--- config.mk ---
export PLATFORM = sky130hd
export DESIGN_NAME = key_slot_alloc
export DESIGN_NICKNAME = d
export VERILOG_FILES = /design/src/rtl/kslot_pkg.sv /design/src/rtl/kslot_lowest_free.sv /design/src/rtl/kslot_member.sv /design/src/rtl/key_slot_alloc.sv
export SDC_FILE = /design/constraint.sdc
export NUM_CORES = 1
export LEC_CHECK = 0
export ABC_AREA = 1
export BUFFER_PORTS_ARGS = -buffer_cell sky130_fd_sc_hd__buf_4
export CAP_MARGIN = 10
export CORE_UTILIZATION = 35
export CTS_BUF_LIST = sky130_fd_sc_hd__clkbuf_4 sky130_fd_sc_hd__clkbuf_8
export CTS_CLUSTER_DIAMETER = 100
export DETAILED_ROUTE_END_ITERATION = 8
export HOLD_SLACK_MARGIN = 0.03
export PLACE_DENSITY = 0.69
export SYNTH_ARGS = -nofsm -noshare
export SYNTH_HDL_FRONTEND = slang
export SYNTH_SLANG_ARGS = --single-unit
--- constraint.sdc ---
create_clock -name clk -period 5.22 [get_ports clk]
set_clock_uncertainty 0.1 [all_clocks]
set_input_delay 0 -clock clk [delete_from_list [all_inputs] [get_ports clk]]
set_output_delay 0 -clock clk [all_outputs]
set_load 0.02 [all_outputs]
--- src/rtl/kslot_pkg.sv ---
package kslot_pkg;
    typedef enum logic [2:0] {
        OP_ALLOC  = 3'd0,
        OP_FREE   = 3'd1,
        OP_QUERY  = 3'd2,
        OP_INVAL  = 3'd3,
        OP_SUBMIT = 3'd4
    } kop_e;

    typedef enum logic {
        ST_IDLE = 1'b0,
        ST_WAIT = 1'b1
    } kst_e;
endpackage

--- src/rtl/kslot_lowest_free.sv ---
module kslot_lowest_free #(
    parameter int unsigned SLOTS = 16,
    parameter int unsigned IDX_W = $clog2(SLOTS)
) (
    input  logic [SLOTS-1:0] busy,
    output logic             found,
    output logic [IDX_W-1:0] idx
);
    // scan from the top so the lowest zero bit wins
    always_comb begin
        found = 1'b0;
        idx   = '0;
        for (int i = SLOTS - 1; i >= 0; i--) begin
            if (!busy[i]) begin
                found = 1'b1;
                idx   = i[IDX_W-1:0];
            end
        end
    end
endmodule

--- src/rtl/kslot_member.sv ---
module kslot_member #(
    parameter int unsigned     SLOTS = 16,
    parameter int unsigned     IDX_W = $clog2(SLOTS),
    parameter int unsigned     ID_W  = IDX_W + 1,
    parameter logic [SLOTS-1:0] RSVD = 16'hC001
) (
    input  logic [SLOTS-1:0] busy,
    input  logic [ID_W-1:0]  id,
    output logic             in_range,
    output logic             releasable,
    output logic             hit
);
    logic [IDX_W-1:0] low;

    always_comb begin
        low        = id[IDX_W-1:0];
        in_range   = (id < ID_W'(SLOTS));
        releasable = in_range && !RSVD[low];
        hit        = releasable && busy[low];
    end
endmodule

--- src/rtl/key_slot_alloc.sv ---
module key_slot_alloc
    import kslot_pkg::*;
#(
    parameter int unsigned      SLOTS = 16,
    parameter logic [SLOTS-1:0] RSVD  = 16'hC001,
    parameter int unsigned      KEY_W = 256,
    localparam int unsigned     IDX_W = $clog2(SLOTS),
    localparam int unsigned     ID_W  = IDX_W + 1
) (
    input  logic             clk,
    input  logic             rst_n,
    input  logic             req_valid,
    output logic             req_ready,
    input  logic [2:0]       req_op,
    input  logic [ID_W-1:0]  req_id,
    output logic             rsp_valid,
    output logic [IDX_W-1:0] rsp_id,
    output logic             rsp_fail,
    output logic             rsp_hit,
    output logic             err_pulse,
    output logic             wr_valid,
    output logic [IDX_W-1:0] wr_slot,
    output logic [KEY_W-1:0] wr_key,
    input  logic             wr_done
);
    typedef struct packed {
        kst_e             st;
        logic [SLOTS-1:0] busy;
        logic             rsp_v;
        logic [IDX_W-1:0] rsp_id;
        logic             fail;
        logic             hit;
        logic             err;
        logic [IDX_W-1:0] wslot;
        logic             wclr;
    } regs_t;

    regs_t r_q, r_d;

    logic             free_found;
    logic [IDX_W-1:0] free_idx;
    logic             id_in_range, id_releasable, id_hit;
    logic [IDX_W-1:0] id_low;

    kslot_lowest_free #(.SLOTS(SLOTS), .IDX_W(IDX_W)) u_pick (
        .busy  (r_q.busy),
        .found (free_found),
        .idx   (free_idx)
    );

    kslot_member #(.SLOTS(SLOTS), .IDX_W(IDX_W), .ID_W(ID_W), .RSVD(RSVD)) u_member (
        .busy       (r_q.busy),
        .id         (req_id),
        .in_range   (id_in_range),
        .releasable (id_releasable),
        .hit        (id_hit)
    );

    assign id_low = req_id[IDX_W-1:0];

    always_comb begin
        r_d       = r_q;
        r_d.rsp_v = 1'b0;
        r_d.err   = 1'b0;
        if (r_q.st == ST_IDLE && req_valid) begin
            r_d.rsp_v  = 1'b1;
            r_d.rsp_id = '0;
            r_d.fail   = 1'b0;
            r_d.hit    = 1'b0;
            case (req_op)
                OP_ALLOC, OP_SUBMIT: begin
                    if (req_op == OP_SUBMIT && id_hit) begin
                        r_d.rsp_id = id_low;
                    end else if (free_found) begin
                        r_d.busy[free_idx] = 1'b1;
                        r_d.rsp_id         = free_idx;
                    end else begin
                        r_d.fail = 1'b1;
                    end
                end
                OP_FREE: begin
                    if (id_releasable) begin
                        r_d.busy[id_low] = 1'b0;
                        r_d.rsp_id       = id_low;
                    end else begin
                        r_d.fail = 1'b1;
                        r_d.err  = 1'b1;
                    end
                end
                OP_QUERY: begin
                    r_d.hit = id_hit;
                end
                OP_INVAL: begin
                    if (!id_in_range) begin
                        r_d.fail = 1'b1;
                        r_d.err  = 1'b1;
                    end else if (id_low != '0) begin
                        r_d.rsp_v = 1'b0;
                        r_d.st    = ST_WAIT;
                        r_d.wslot = id_low;
                        r_d.wclr  = id_releasable;
                    end
                end
                default: begin
                    r_d.fail = 1'b1;
                    r_d.err  = 1'b1;
                end
            endcase
        end else if (r_q.st == ST_WAIT && wr_done) begin
            r_d.st     = ST_IDLE;
            r_d.rsp_v  = 1'b1;
            r_d.rsp_id = r_q.wslot;
            r_d.fail   = 1'b0;
            r_d.hit    = 1'b0;
            if (r_q.wclr) begin
                r_d.busy[r_q.wslot] = 1'b0;
            end
        end
    end

    always_ff @(posedge clk) begin
        if (!rst_n) begin
            r_q       <= '0;
            r_q.st    <= ST_IDLE;
            r_q.busy  <= RSVD;
        end else begin
            r_q <= r_d;
        end
    end

    assign req_ready = (r_q.st == ST_IDLE);
    assign rsp_valid = r_q.rsp_v;
    assign rsp_id    = r_q.rsp_id;
    assign rsp_fail  = r_q.fail;
    assign rsp_hit   = r_q.hit;
    assign err_pulse = r_q.err;
    assign wr_valid  = (r_q.st == ST_WAIT);
    assign wr_slot   = r_q.wslot;
    assign wr_key    = '0;

    // reserved entries stay busy
    assert_reserved_busy_R1: assert property (@(posedge clk) disable iff (!rst_n)
        (r_q.busy & RSVD) == RSVD);

    // the picker returns a free entry with every lower entry busy
    assert_alloc_lowest_R2: assert property (@(posedge clk) disable iff (!rst_n)
        free_found |-> (!r_q.busy[free_idx] &&
            ((r_q.busy | ~(({{(SLOTS-1){1'b0}}, 1'b1} << free_idx) - 1'b1)) == '1)));

    assert_fail_zero_R3: assert property (@(posedge clk) disable iff (!rst_n)
        (rsp_valid && rsp_fail) |-> (rsp_id == '0));

    assert_err_is_fail_R6: assert property (@(posedge clk) disable iff (!rst_n)
        err_pulse |-> (rsp_valid && rsp_fail));

    assert_wr_hold_R8: assert property (@(posedge clk) disable iff (!rst_n)
        (wr_valid && !wr_done) |=> (wr_valid && $stable(wr_slot) && !rsp_valid));

    assert_rsp_cause_R10: assert property (@(posedge clk) disable iff (!rst_n)
        rsp_valid |-> ($past(req_valid && req_ready) || $past(wr_valid && wr_done)));
endmodule

==> out/summary.txt <==
Post-synth top area cell -> buf_4
Drt first pass iters -> 5
Synth top area share -> 45.9%
Initial antenna violation count -> 0
Via count -> 3484
Nets -> 699
Sequential area share after synthesis -> 13.9%
Core ar. -> 12000 um^2
Post-synthesis area per instance -> 6.48 um^2
Count leader, synth -> buf_4
Clk root buf -> clkbuf_8
Cts hold-fix bufs -> 11
Seq pwr share -> 32.2%
Pint -> 0.000424 W
Total track usage -> 13.5%
Clock share of power -> 32.5%
DP Wirelength -> 6.67 mm
Vias in the first global route -> 2793
Postcts setup bufs -> 0
Tightest Pin Transition -> 0.743 ns
Final antenna-violating net count -> 0
#FFs+latches synth -> 30
CTS tree -> done
Max VDD drop -> 0.0804 mV
Final setup viols -> 0
Worst Path Max Fanout -> 20
F_max -> 0.356 GHz
Lkg Pwr -> 2.02 nW
Number of distinct library cells after synthesis -> 36
Number of diodes -> 0
Max-slew violation count -> 0
Setup TNS Final -> 0 ns
CTS buffer count -> 5
Total grt overflow -> 0
RSZ-0062 raised after global routing -> false
Chip Height -> 113 um
Mapped cell area -> 4320 um^2
Switching part of the total power -> 44.3%
Die area -> 12800 um^2
Via/cell ratio -> 4.18
Setup CP Type -> reg2reg
Skew-Pair Late Insertion Delay -> 0.29 ns
Comb power frac -> 35.2%
Sw Pwr -> 0.000338 W
CP Capture Type -> flip-flop
GPL Wtd Cong -> 0.923
Max Cap Viol -> 0
Total wire length -> 9.05 mm
Share of cells above drive strength 1 -> 7.42%
Worst-case clock buffer depth -> 2
Resized cells post-CTS -> 0
Ys async rst share -> 0%
HP Class -> in2reg
Largest net degree at the start of global routing -> 29
Iter 0 DRT Violations -> 337
Synth top cells by count -> buf_4 (264), nand2_1 (133), inv_1 (43), nand3_1 (43), nor2_1 (39)
WHS -> 0.0626 ns
Clk pin slew, worst setup/hold paths -> 0.07 ns
Rel. slew slack -> 50.3%
Final Hold Viols -> 0
Synth Flop Type -> dfxtp_1
Outcome -> completed
Residual DRC count -> 0
Layout area overhead -> -11.6%
Fin crit period -> 2.81 ns
PwrDens -> 199 nW/um^2
Filler cells -> 1306
Reg2reg setup slack -> 2.41 ns
Overall die width -> 113 um
Initial Util -> 36.0%
Crit path launch type -> flip-flop
Rows -> 40
Critical Path RT -> 5.31 ns
# IOs -> 282
Post-synth EDFFs -> 0
First-pass GRT wire length -> 13.9 mm
IO buf count -> 25
Synth Instances -> 667
Htree depth -> 2
Clk sinks -> 30
YS warnings -> 0
Top post-synthesis cells by area -> buf_4 (46%), dfxtp_1 (14%), nand2_1 (12%)
WL per Instance -> 10.9 um
Final Cycle Share -> 53.8%
Worst Path Arrival -> 2.90 ns
[worst max-delay path, cell delays in order (launching register included)]
cell and delay, ns:
dfxtp_1 0.32, inv_1 0.08, nand2_1 0.21, inv_1 0.61, nand2_1 0.50, nand2_1 0.16, inv_1 0.07, nor3_1 0.22
nand4_1 0.14, nand2_1 0.09, nand2_1 0.05, a21oi_1 0.15
[metal layers]
metal / routed length [um] / vias to the layer above / GRT usage [%]
met1: 3540 / 1528 / 16.4
met4: 338 / 0 / 7.63
li1: - / 1629 / -
met2: 4280 / 293 / 22.6
met3: 891 / 34 / 2.30
met5: 0 / - / 0
[cell families (layout without fill, tap and decap cells)]
logic type | Yosys count | in the layout | share of synthesized area (%)
buf+inv | 328 | 93 | 51.8
simple gates | 236 | 236 | 23.4
compound gates | 72 | 72 | 10.7
flops | 30 | 30 | 13.9
other cells | 1 | 256 | 0.0868
[cell type report]
cell class              count  area [um^2]  share of cell area, %
well taps                 147          184                   4.81
inverters                  50          188                   4.91
repair buffers             36          298                   7.80
clock buffers               6         82.6                   2.16
multi-input cells         564         2440                   63.8
clock inverters             1         30.0                  0.786
flip-flops and latches     30          601                   15.7
[power groups by stage]
stage / combinational (W) / sequential (W) / clock, W
4_1_cts: 0.000262 / 0.000245 / 0.000252
2_1_floorplan: 0.000376 / 0.000246 / 0
5_1_grt: 0.000290 / 0.000246 / 0.000264
3_3_place_gp: 0.000256 / 0.000250 / 0
6_report: 0.000268 / 0.000246 / 0.000248
3_5_place_dp: 0.000256 / 0.000250 / 0
[final timing paths]
path	startpoint	endpoint	cells past startpoint
max	wr_valid	r_q[22]	11
min	req_op[2]	rsp_fail	4
max reg2reg	wr_valid	r_q[22]	11
min reg2reg	rsp_hit	rsp_hit	2
[through the flow]
step	cells	power [W]	worst slack, ns	utilization (%)	instance area [um^2]
final	834	0.000762	2.41	31.8	3820
after CTS	834	0.000759	2.45	31.8	3820
after global placement	816	0.000507	2.46	29.9	3600
after floorplan	922	0.000622	3.23	-	5280
after global routing	834	0.000800	2.24	31.8	3820
after detailed placement	816	0.000506	2.47	29.9	3600
[cells in the final DEF (no fill, tap or decap)]
| cell | n |
|---|---|
| a21oi_1 | 23 |
| nor2_1 | 39 |
| nand2_2 | 3 |
| nand2_1 | 133 |
| bufinv_16 | 1 |
| a22oi_1 | 9 |
| or2_2 | 1 |
| o21ai_0 | 12 |
| nand4_1 | 7 |
| nand3_1 | 43 |
| a211oi_1 | 1 |
| o211ai_1 | 2 |
| nor2_2 | 1 |
| inv_2 | 6 |
| nor2_4 | 4 |
| nor4_1 | 1 |
| a221oi_1 | 1 |
| nor3_1 | 3 |
| dlygate4sd3_1 | 11 |
| a31o_2 | 1 |
| o21ai_1 | 9 |
| o41ai_1 | 1 |
| a21o_1 | 2 |
| conb_1 | 256 |
| o32ai_1 | 4 |
| a2111oi_4 | 1 |
| clkbuf_8 | 6 |
| clkinv_1 | 1 |
| dfxtp_1 | 30 |
| nor3_2 | 1 |
| o31ai_1 | 2 |
| inv_1 | 43 |
| a31oi_1 | 3 |
| buf_4 | 25 |
| o21ai_4 | 1 |
[registers in the layout, indices dropped and copies added, names as in the netlist]
signal     cells
r_q           17
rsp_id         4
wr_slot        4
err_pulse      1
rsp_fail       1
rsp_hit        1
rsp_valid      1
wr_valid       1
No activity file was read; power rests on OpenSTA's default activity.
